<file path="src/rtl/lvltrig_pkg.sv">
package lvltrig_pkg;
  typedef enum logic [1:0] {
    SEL_TRIG = 2'd0,
    SEL_IE   = 2'd1,
    SEL_CFG  = 2'd2,
    SEL_NONE = 2'd3
  } reg_sel_e;

  // Bit positions inside the written words
  localparam int TX_EN_BIT   = 0;
  localparam int RX_EN_BIT   = 1;
  localparam int TX_THR_LSB  = 8;
  localparam int RX_THR_LSB  = 16;
  localparam int IE_TX_BIT   = 2;
  localparam int IE_RX_BIT   = 3;
  localparam int DMA_TX_BIT  = 12;
  localparam int DMA_RX_BIT  = 13;

  localparam int DIR_TX = 0;
  localparam int DIR_RX = 1;
  localparam int N_DIR  = 2;
endpackage

</file>
<file path="src/rtl/lvltrig_occ.sv">
module lvltrig_occ #(
  parameter int DEPTH = 16,
  parameter int CNT_W = $clog2(DEPTH + 1)
) (
  input  logic             clk,
  input  logic             rst_n,
  input  logic             push,
  input  logic             pop,
  output logic [CNT_W-1:0] count,
  output logic [CNT_W-1:0] count_nxt,
  output logic             push_ok
);
  localparam logic [CNT_W-1:0] FULL_VAL = CNT_W'(DEPTH);

  logic full, empty, pop_ok;

  assign full    = (count == FULL_VAL);
  assign empty   = (count == '0);
  assign pop_ok  = pop & ~empty;
  assign push_ok = push & (~full | pop_ok);

  always_comb begin
    unique case ({push_ok, pop_ok})
      2'b10:   count_nxt = count + 1'b1;
      2'b01:   count_nxt = count - 1'b1;
      default: count_nxt = count;
    endcase
  end

  always_ff @(posedge clk or negedge rst_n) begin
    if (!rst_n) count <= '0;
    else        count <= count_nxt;
  end

  AST_OCC_BOUND: assert property (@(posedge clk) disable iff (!rst_n)
    count <= FULL_VAL);
  AST_OCC_BALANCE: assert property (@(posedge clk) disable iff (!rst_n)
    (push && pop && !empty) |=> $stable(count));
  AST_OCC_FULL_HOLD: assert property (@(posedge clk) disable iff (!rst_n)
    (full && push && !pop) |=> $stable(count));
  AST_OCC_EMPTY_HOLD: assert property (@(posedge clk) disable iff (!rst_n)
    (empty && pop && !push) |=> (count == '0));
endmodule

</file>
<file path="src/rtl/lvltrig_regs.sv">
module lvltrig_regs
  import lvltrig_pkg::*;
#(
  parameter int THR_W  = 4,
  parameter int DATA_W = 32
) (
  input  logic              clk,
  input  logic              rst_n,
  input  logic              wr,
  input  logic [1:0]        sel,
  input  logic [DATA_W-1:0] wdata,
  output logic              tx_en,
  output logic              rx_en,
  output logic [THR_W-1:0]  tx_thr,
  output logic [THR_W-1:0]  rx_thr,
  output logic              ie_tx,
  output logic              ie_rx,
  output logic              dma_tx,
  output logic              dma_rx
);
  logic unused_wbits;
  assign unused_wbits = ^wdata;

  always_ff @(posedge clk or negedge rst_n) begin
    if (!rst_n) begin
      tx_en  <= 1'b0;
      rx_en  <= 1'b0;
      tx_thr <= '0;
      rx_thr <= '0;
      ie_tx  <= 1'b0;
      ie_rx  <= 1'b0;
      dma_tx <= 1'b0;
      dma_rx <= 1'b0;
    end else if (wr) begin
      case (reg_sel_e'(sel))
        SEL_TRIG: begin
          tx_en  <= wdata[TX_EN_BIT];
          rx_en  <= wdata[RX_EN_BIT];
          tx_thr <= wdata[TX_THR_LSB +: THR_W];
          rx_thr <= wdata[RX_THR_LSB +: THR_W];
        end
        SEL_IE: begin
          ie_tx <= wdata[IE_TX_BIT];
          ie_rx <= wdata[IE_RX_BIT];
        end
        SEL_CFG: begin
          dma_tx <= wdata[DMA_TX_BIT];
          dma_rx <= wdata[DMA_RX_BIT];
        end
        default: ;
      endcase
    end
  end

  AST_SEL_NONE_HOLD: assert property (@(posedge clk) disable iff (!rst_n)
    (wr && sel == 2'd3) |=> ($stable(tx_en) && $stable(rx_en) && $stable(ie_tx)
                             && $stable(ie_rx) && $stable(dma_tx) && $stable(dma_rx)));
endmodule

</file>
<file path="src/rtl/lvltrig_rx_lvl.sv">
module lvltrig_rx_lvl #(
  parameter int CNT_W = 5,
  parameter int THR_W = 4
) (
  input  logic             clk,
  input  logic             rst_n,
  input  logic             en,
  input  logic [THR_W-1:0] thr,
  input  logic [CNT_W-1:0] count,
  input  logic [CNT_W-1:0] count_nxt,
  input  logic             push_ok,
  output logic             trig
);
  logic             armed;
  logic [CNT_W-1:0] thr_ext;

  assign thr_ext = CNT_W'(thr);

  always_ff @(posedge clk or negedge rst_n) begin
    if (!rst_n)                             armed <= 1'b0;
    else if (!en)                           armed <= 1'b0;
    else if (push_ok && count_nxt > thr_ext) armed <= 1'b1;
    else if (count_nxt <= thr_ext)          armed <= 1'b0;
  end

  assign trig = en & armed & (count > thr_ext);

  AST_RX_ARM_ON_ARRIVAL: assert property (@(posedge clk) disable iff (!rst_n)
    $rose(armed) |-> $past(push_ok));
  AST_RX_DISARM_WHEN_OFF: assert property (@(posedge clk) disable iff (!rst_n)
    !en |=> !armed);
endmodule

</file>
<file path="src/rtl/lvltrig_tx_lvl.sv">
module lvltrig_tx_lvl #(
  parameter int CNT_W = 5,
  parameter int THR_W = 4
) (
  input  logic             en,
  input  logic [THR_W-1:0] thr,
  input  logic [CNT_W-1:0] count,
  output logic             trig
);
  assign trig = en & (count <= CNT_W'(thr));
endmodule

</file>
<file path="src/rtl/fifo_level_trigger.sv">
module fifo_level_trigger
  import lvltrig_pkg::*;
#(
  parameter int DEPTH  = 16,
  parameter int DATA_W = 32,
  localparam int CNT_W = $clog2(DEPTH + 1),
  localparam int THR_W = $clog2(DEPTH)
) (
  input  logic              clk,
  input  logic              rst_n,
  input  logic              tx_push,
  input  logic              tx_pop,
  input  logic              rx_push,
  input  logic              rx_pop,
  input  logic              cfg_wr,
  input  logic [1:0]        cfg_sel,
  input  logic [DATA_W-1:0] cfg_wdata,
  output logic [CNT_W-1:0]  tx_count,
  output logic [CNT_W-1:0]  rx_count,
  output logic              tx_trig,
  output logic              rx_trig,
  output logic              irq,
  output logic              tx_dma_req,
  output logic              rx_dma_req
);
  logic [N_DIR-1:0] push_v, pop_v, push_ok_v;
  logic [CNT_W-1:0] cnt_v     [N_DIR];
  logic [CNT_W-1:0] cnt_nxt_v [N_DIR];

  logic             tx_en, rx_en, ie_tx, ie_rx, dma_tx, dma_rx;
  logic [THR_W-1:0] tx_thr, rx_thr;

  assign push_v = {rx_push, tx_push};
  assign pop_v  = {rx_pop,  tx_pop};

  for (genvar d = 0; d < N_DIR; d++) begin : g_occ
    lvltrig_occ #(.DEPTH(DEPTH), .CNT_W(CNT_W)) u_occ (
      .clk       (clk),
      .rst_n     (rst_n),
      .push      (push_v[d]),
      .pop       (pop_v[d]),
      .count     (cnt_v[d]),
      .count_nxt (cnt_nxt_v[d]),
      .push_ok   (push_ok_v[d])
    );
  end

  assign tx_count = cnt_v[DIR_TX];
  assign rx_count = cnt_v[DIR_RX];

  lvltrig_regs #(.THR_W(THR_W), .DATA_W(DATA_W)) u_regs (
    .clk    (clk),
    .rst_n  (rst_n),
    .wr     (cfg_wr),
    .sel    (cfg_sel),
    .wdata  (cfg_wdata),
    .tx_en  (tx_en),
    .rx_en  (rx_en),
    .tx_thr (tx_thr),
    .rx_thr (rx_thr),
    .ie_tx  (ie_tx),
    .ie_rx  (ie_rx),
    .dma_tx (dma_tx),
    .dma_rx (dma_rx)
  );

  lvltrig_tx_lvl #(.CNT_W(CNT_W), .THR_W(THR_W)) u_tx_lvl (
    .en    (tx_en),
    .thr   (tx_thr),
    .count (cnt_v[DIR_TX]),
    .trig  (tx_trig)
  );

  lvltrig_rx_lvl #(.CNT_W(CNT_W), .THR_W(THR_W)) u_rx_lvl (
    .clk       (clk),
    .rst_n     (rst_n),
    .en        (rx_en),
    .thr       (rx_thr),
    .count     (cnt_v[DIR_RX]),
    .count_nxt (cnt_nxt_v[DIR_RX]),
    .push_ok   (push_ok_v[DIR_RX]),
    .trig      (rx_trig)
  );

  // Routing of each trigger to the interrupt and DMA outputs
  assign irq        = (tx_trig & ie_tx) | (rx_trig & ie_rx);
  assign tx_dma_req = tx_trig & dma_tx;
  assign rx_dma_req = rx_trig & dma_rx;

  AST_TX_EMPTY_FIRES: assert property (@(posedge clk) disable iff (!rst_n)
    (tx_en && tx_count == '0) |-> tx_trig);
  AST_RX_NEEDS_DATA: assert property (@(posedge clk) disable iff (!rst_n)
    rx_trig |-> (rx_count != '0));
  AST_IRQ_NEEDS_TRIG: assert property (@(posedge clk) disable iff (!rst_n)
    (!tx_trig && !rx_trig) |-> !irq);
  AST_TX_DMA_SRC: assert property (@(posedge clk) disable iff (!rst_n)
    tx_dma_req |-> tx_trig);
  AST_RX_DMA_SRC: assert property (@(posedge clk) disable iff (!rst_n)
    rx_dma_req |-> rx_trig);
  AST_RESET_QUIET: assert property (@(posedge clk)
    !rst_n |-> (!irq && !tx_dma_req && !rx_dma_req));
endmodule

</file>
<file path="config.mk">
export PLATFORM = sky130hd
export DESIGN_NAME = fifo_level_trigger
export DESIGN_NICKNAME = d
export VERILOG_FILES = /design/src/rtl/lvltrig_pkg.sv /design/src/rtl/lvltrig_occ.sv /design/src/rtl/lvltrig_regs.sv /design/src/rtl/lvltrig_rx_lvl.sv /design/src/rtl/lvltrig_tx_lvl.sv /design/src/rtl/fifo_level_trigger.sv
export SDC_FILE = /design/constraint.sdc
export NUM_CORES = 1
export LEC_CHECK = 0
export BUFFER_PORTS_ARGS = -buffer_cell sky130_fd_sc_hd__clkbuf_2
export CORE_ASPECT_RATIO = 0.7
export CORE_UTILIZATION = 45
export CTS_CLUSTER_DIAMETER = 60
export DETAILED_ROUTE_END_ITERATION = 6
export PLACE_DENSITY = 0.77
export SKIP_CTS_REPAIR_TIMING = 1
export SLEW_MARGIN = 40
export SYNTH_ARGS = -nofsm -noshare
export SYNTH_HDL_FRONTEND = slang
export SYNTH_SLANG_ARGS = --single-unit
</file>
<file path="constraint.sdc">
create_clock -name clk -period 4.34 [get_ports clk]
set_input_delay 0.434 -clock clk [delete_from_list [all_inputs] [get_ports clk]]
set_output_delay 0.434 -clock clk [all_outputs]
set_load 0.005 [all_outputs]
</file>
==> flow_summary_export.csv <==
group,metric,value,unit
outcome,outcome,"complete, no violations",
layout,multi_input_area,965,um^2
die,die_w,74.2,um
layout,n_fill_cell,314,
timing,setup_tns,0,ns
worst_setup_path,worstPathRequired,4.53,ns
timing,slew_violations,0,
die,rows,17,
hold_path,worstHoldPathType,"input port to asynchronous set/reset pin",
drt,viasPerCell,5.11,
clock_tree,path_clk_slew,0.09,ns
yosys,synth.top_cells.by_area,"dfrtp_1, ha_1, mux2_2",
clock_tree,worstSkewPairLatency,0.26,ns
layout,diodes,0,
timing,finalSetupViolCount,0,
placed_design,numPortBuffers,37,
yosys,synth_fp_nets,221,
yosys,ys_async_sr_fraction,100,%
worst_setup_path,reg2reg_depth,13,
worst_setup_path,startpoint_type,"register",
yosys,yosysTopAreaCellShare,38.1,%
drt,drt-initial-drc-count,50,
drt,vias,1258,
timing,rsz0062_at_grt,"false",
timing,fmax,0.304,GHz
die,fp.dieArea,3900,um^2
timing,slew_headroom,56.8,%
yosys,synth_seq_cells,25,
clock_tree,clock_tree.buffer_depth,2,
timing,fin_skew,0.00156,ns
timing,hold_viol,0,
global_route,grt_pass1_vias,1181,
drt,firstDrtPassIters,4,
placed_design,dp.final_hpwl,2530,um
layout,final_layout_size_suffix_gt1_share,30.7,%
yosys,synth_top_area_cell,"dfrtp_1",
timing,fin_crit,3.29,ns
global_route,grt_pass1_wl,5330,um
layout,area_growth,18.2,%
yosys,netlist_instances,160,
drt,wl_per_cell,12.8,um
global_route,grt_max_degree,26,
global_route,antenna_found_initial,0,
placed_design,routabilityCongestion,0.767,
yosys,synthFlopType,"dfrtp_1",
global_route,gr-usage-all-layers,18.5,%
global_route,grt_overflow,0,
worst_setup_path,cp-end-kind,"register",
worst_setup_path,path_class,"register to register",
timing,hold_ws,0.165,ns
clock_tree,cts_tree,"yes",
yosys,synth-edff-count,0,
worst_setup_path,arrival,3.48,ns
yosys,yosysMostFrequentCell,"dfrtp_1",
drt,ant_nets,0,
die,fp.dieH,52.5,um
yosys,ys_seq_area_share,38.1,%
job,cap_violations,0,
die,core,3320,um^2
die,start_util,49.5,%
timing,worst_pin_slew,0.648,ns
yosys,synthesis.area,1640,um^2
drt,totalWireLength,3150,um
yosys,synth_cell_types,40,
worst_setup_path,crit_path_max_fanout,6,
timing,period_share,75.8,%
pwr,worst_ir_drop_vdd,0.258,mV
drt,drc_errors,0,
clock_tree,htreeDepth,1,
yosys,yosys_warnings,0,
clock_tree,cts_root_buffer,"clkbuf_8",
clock_tree,cts_made_buffers,3,
pwr,power,1170,uW
yosys,synth_area_per_cell,10.3,um^2
pwr,powerDensity,604,nW/um^2
clock_tree,numClockSinks,25,
layout,seq_area,626,um^2
pwr,leakage,0.000945,uW
die,io_pins,56,
layout,fin_nets,261,
yosys,synth_common_cells,"dfrtp_1, ha_1, inv_1",
routing by layer:
layer	wire length, um	global-route usage, %	part of all wire, %	vias up
li1	-	-	-	647
met1	1720	27.9	55	577
met2	1270	26.5	40	32
met3	132	4.42	4.2	2
met4	27	3.85	0.86	0
met5	0	0	0	-
final timing paths:
check	end	slack, ns	startpoint
setup / recovery	u_rx_lvl.armed$_DFFE_PN0P_	1.05	g_occ[1].u_occ.count[1]$_DFF_PN0_
max in group asynchronous	g_occ[0].u_occ.count[3]$_DFFE_PN0P_	3.77	rst_n
min in group clk	u_regs.rx_thr[2]$_DFFE_PN0P_	0.37	cfg_wdata[18]
hold / removal	g_occ[1].u_occ.count[4]$_DFF_PN0_	0.17	rst_n
setup reg to reg	u_rx_lvl.armed$_DFFE_PN0P_	1.05	g_occ[1].u_occ.count[1]$_DFF_PN0_
hold reg to reg	u_regs.tx_en$_DFFE_PN0P_	0.50	u_regs.tx_en$_DFFE_PN0P_
flip-flops by register name, summed over array words and instances, names as in the netlist:
name / cells
u_regs.tx_en: 1
u_rx_lvl.armed: 1
u_regs.dma_tx: 1
u_regs.ie_rx: 1
u_regs.tx_thr: 4
u_regs.dma_rx: 1
u_regs.rx_thr: 4
u_regs.ie_tx: 1
u_regs.rx_en: 1
g_occ.u_occ.count: 10
through the flow:
stage / worst slack (ns) / std cells / utilization [%] / instance area [um^2]
2_1_floorplan: 1.37 / 160 / - / 1640
3_3_place_gp: 1.12 / 242 / 56.7 / 1880
3_5_place_dp: 1.07 / 242 / 56.9 / 1890
4_1_cts: 1.04 / 246 / 58.3 / 1930
5_1_grt: 0.784 / 246 / 58.5 / 1940
6_report: 1.05 / 246 / 58.5 / 1940
worst max-delay path, stage by stage, from the launching register on:
cell and delay, ns:
dfrtp_1 0.46, or4_1 0.68, o21ai_2 0.16, nor2_1 0.12, ha_1 0.30, a21o_1 0.15, a21oi_1 0.16, xnor2_1 0.08
mux2_4 0.26, ha_1 0.29, nand2_1 0.06, o21ai_0 0.12, o21ai_0 0.15, a31oi_1 0.19
logic make-up (layout without fill, tap and decap cells):
kind of cell / Yosys count / in the layout / share of synthesized area, %
compound gates: 40 / 40 / 16.3
simple gates: 36 / 36 / 11.3
flops: 25 / 25 / 38.1
fa+ha+maj: 20 / 20 / 16.2
buf+inv: 18 / 57 / 4.19
mux: 14 / 14 / 10.2
xor+xnor: 7 / 7 / 3.73
area by class of cell:
type | count | area share, %
clock inverters | 1 | 0.258
repair buffers | 37 | 9.54
well taps | 47 | 3.03
clock buffers | 3 | 2.13
inverters | 16 | 3.09
flip-flops and latches | 25 | 32.2
multi-input cells | 117 | 49.7
cell usage in the layout, fill, tap and decap left out, types with 2 or more instances in the layout:
cell type,instances
mux2_2,10
dfrtp_1,25
mux2_4,3
nand4_1,2
inv_1,16
a21o_1,2
o21ai_0,13
o21a_1,3
clkbuf_8,3
fa_1,2
nor2_1,4
xnor2_1,6
nor2b_1,4
nand3_1,3
a21oi_1,8
nand3b_1,2
and2_1,3
nand2_1,12
clkbuf_2,37
o211ai_1,3
ha_1,18
where the power goes:
| group | internal [uW] | leakage [uW] | switching [uW] | total, uW |
|---|---|---|---|---|
| registers | 311 | 0.000299 | 94.7 | 406 |
| logic | 327 | 0.000621 | 303 | 630 |
| clock network | 64.2 | 0.0000255 | 72.2 | 136 |
| total | 702 | 0.000945 | 469 | 1170 |
Power figures use the tool's default switching activity.
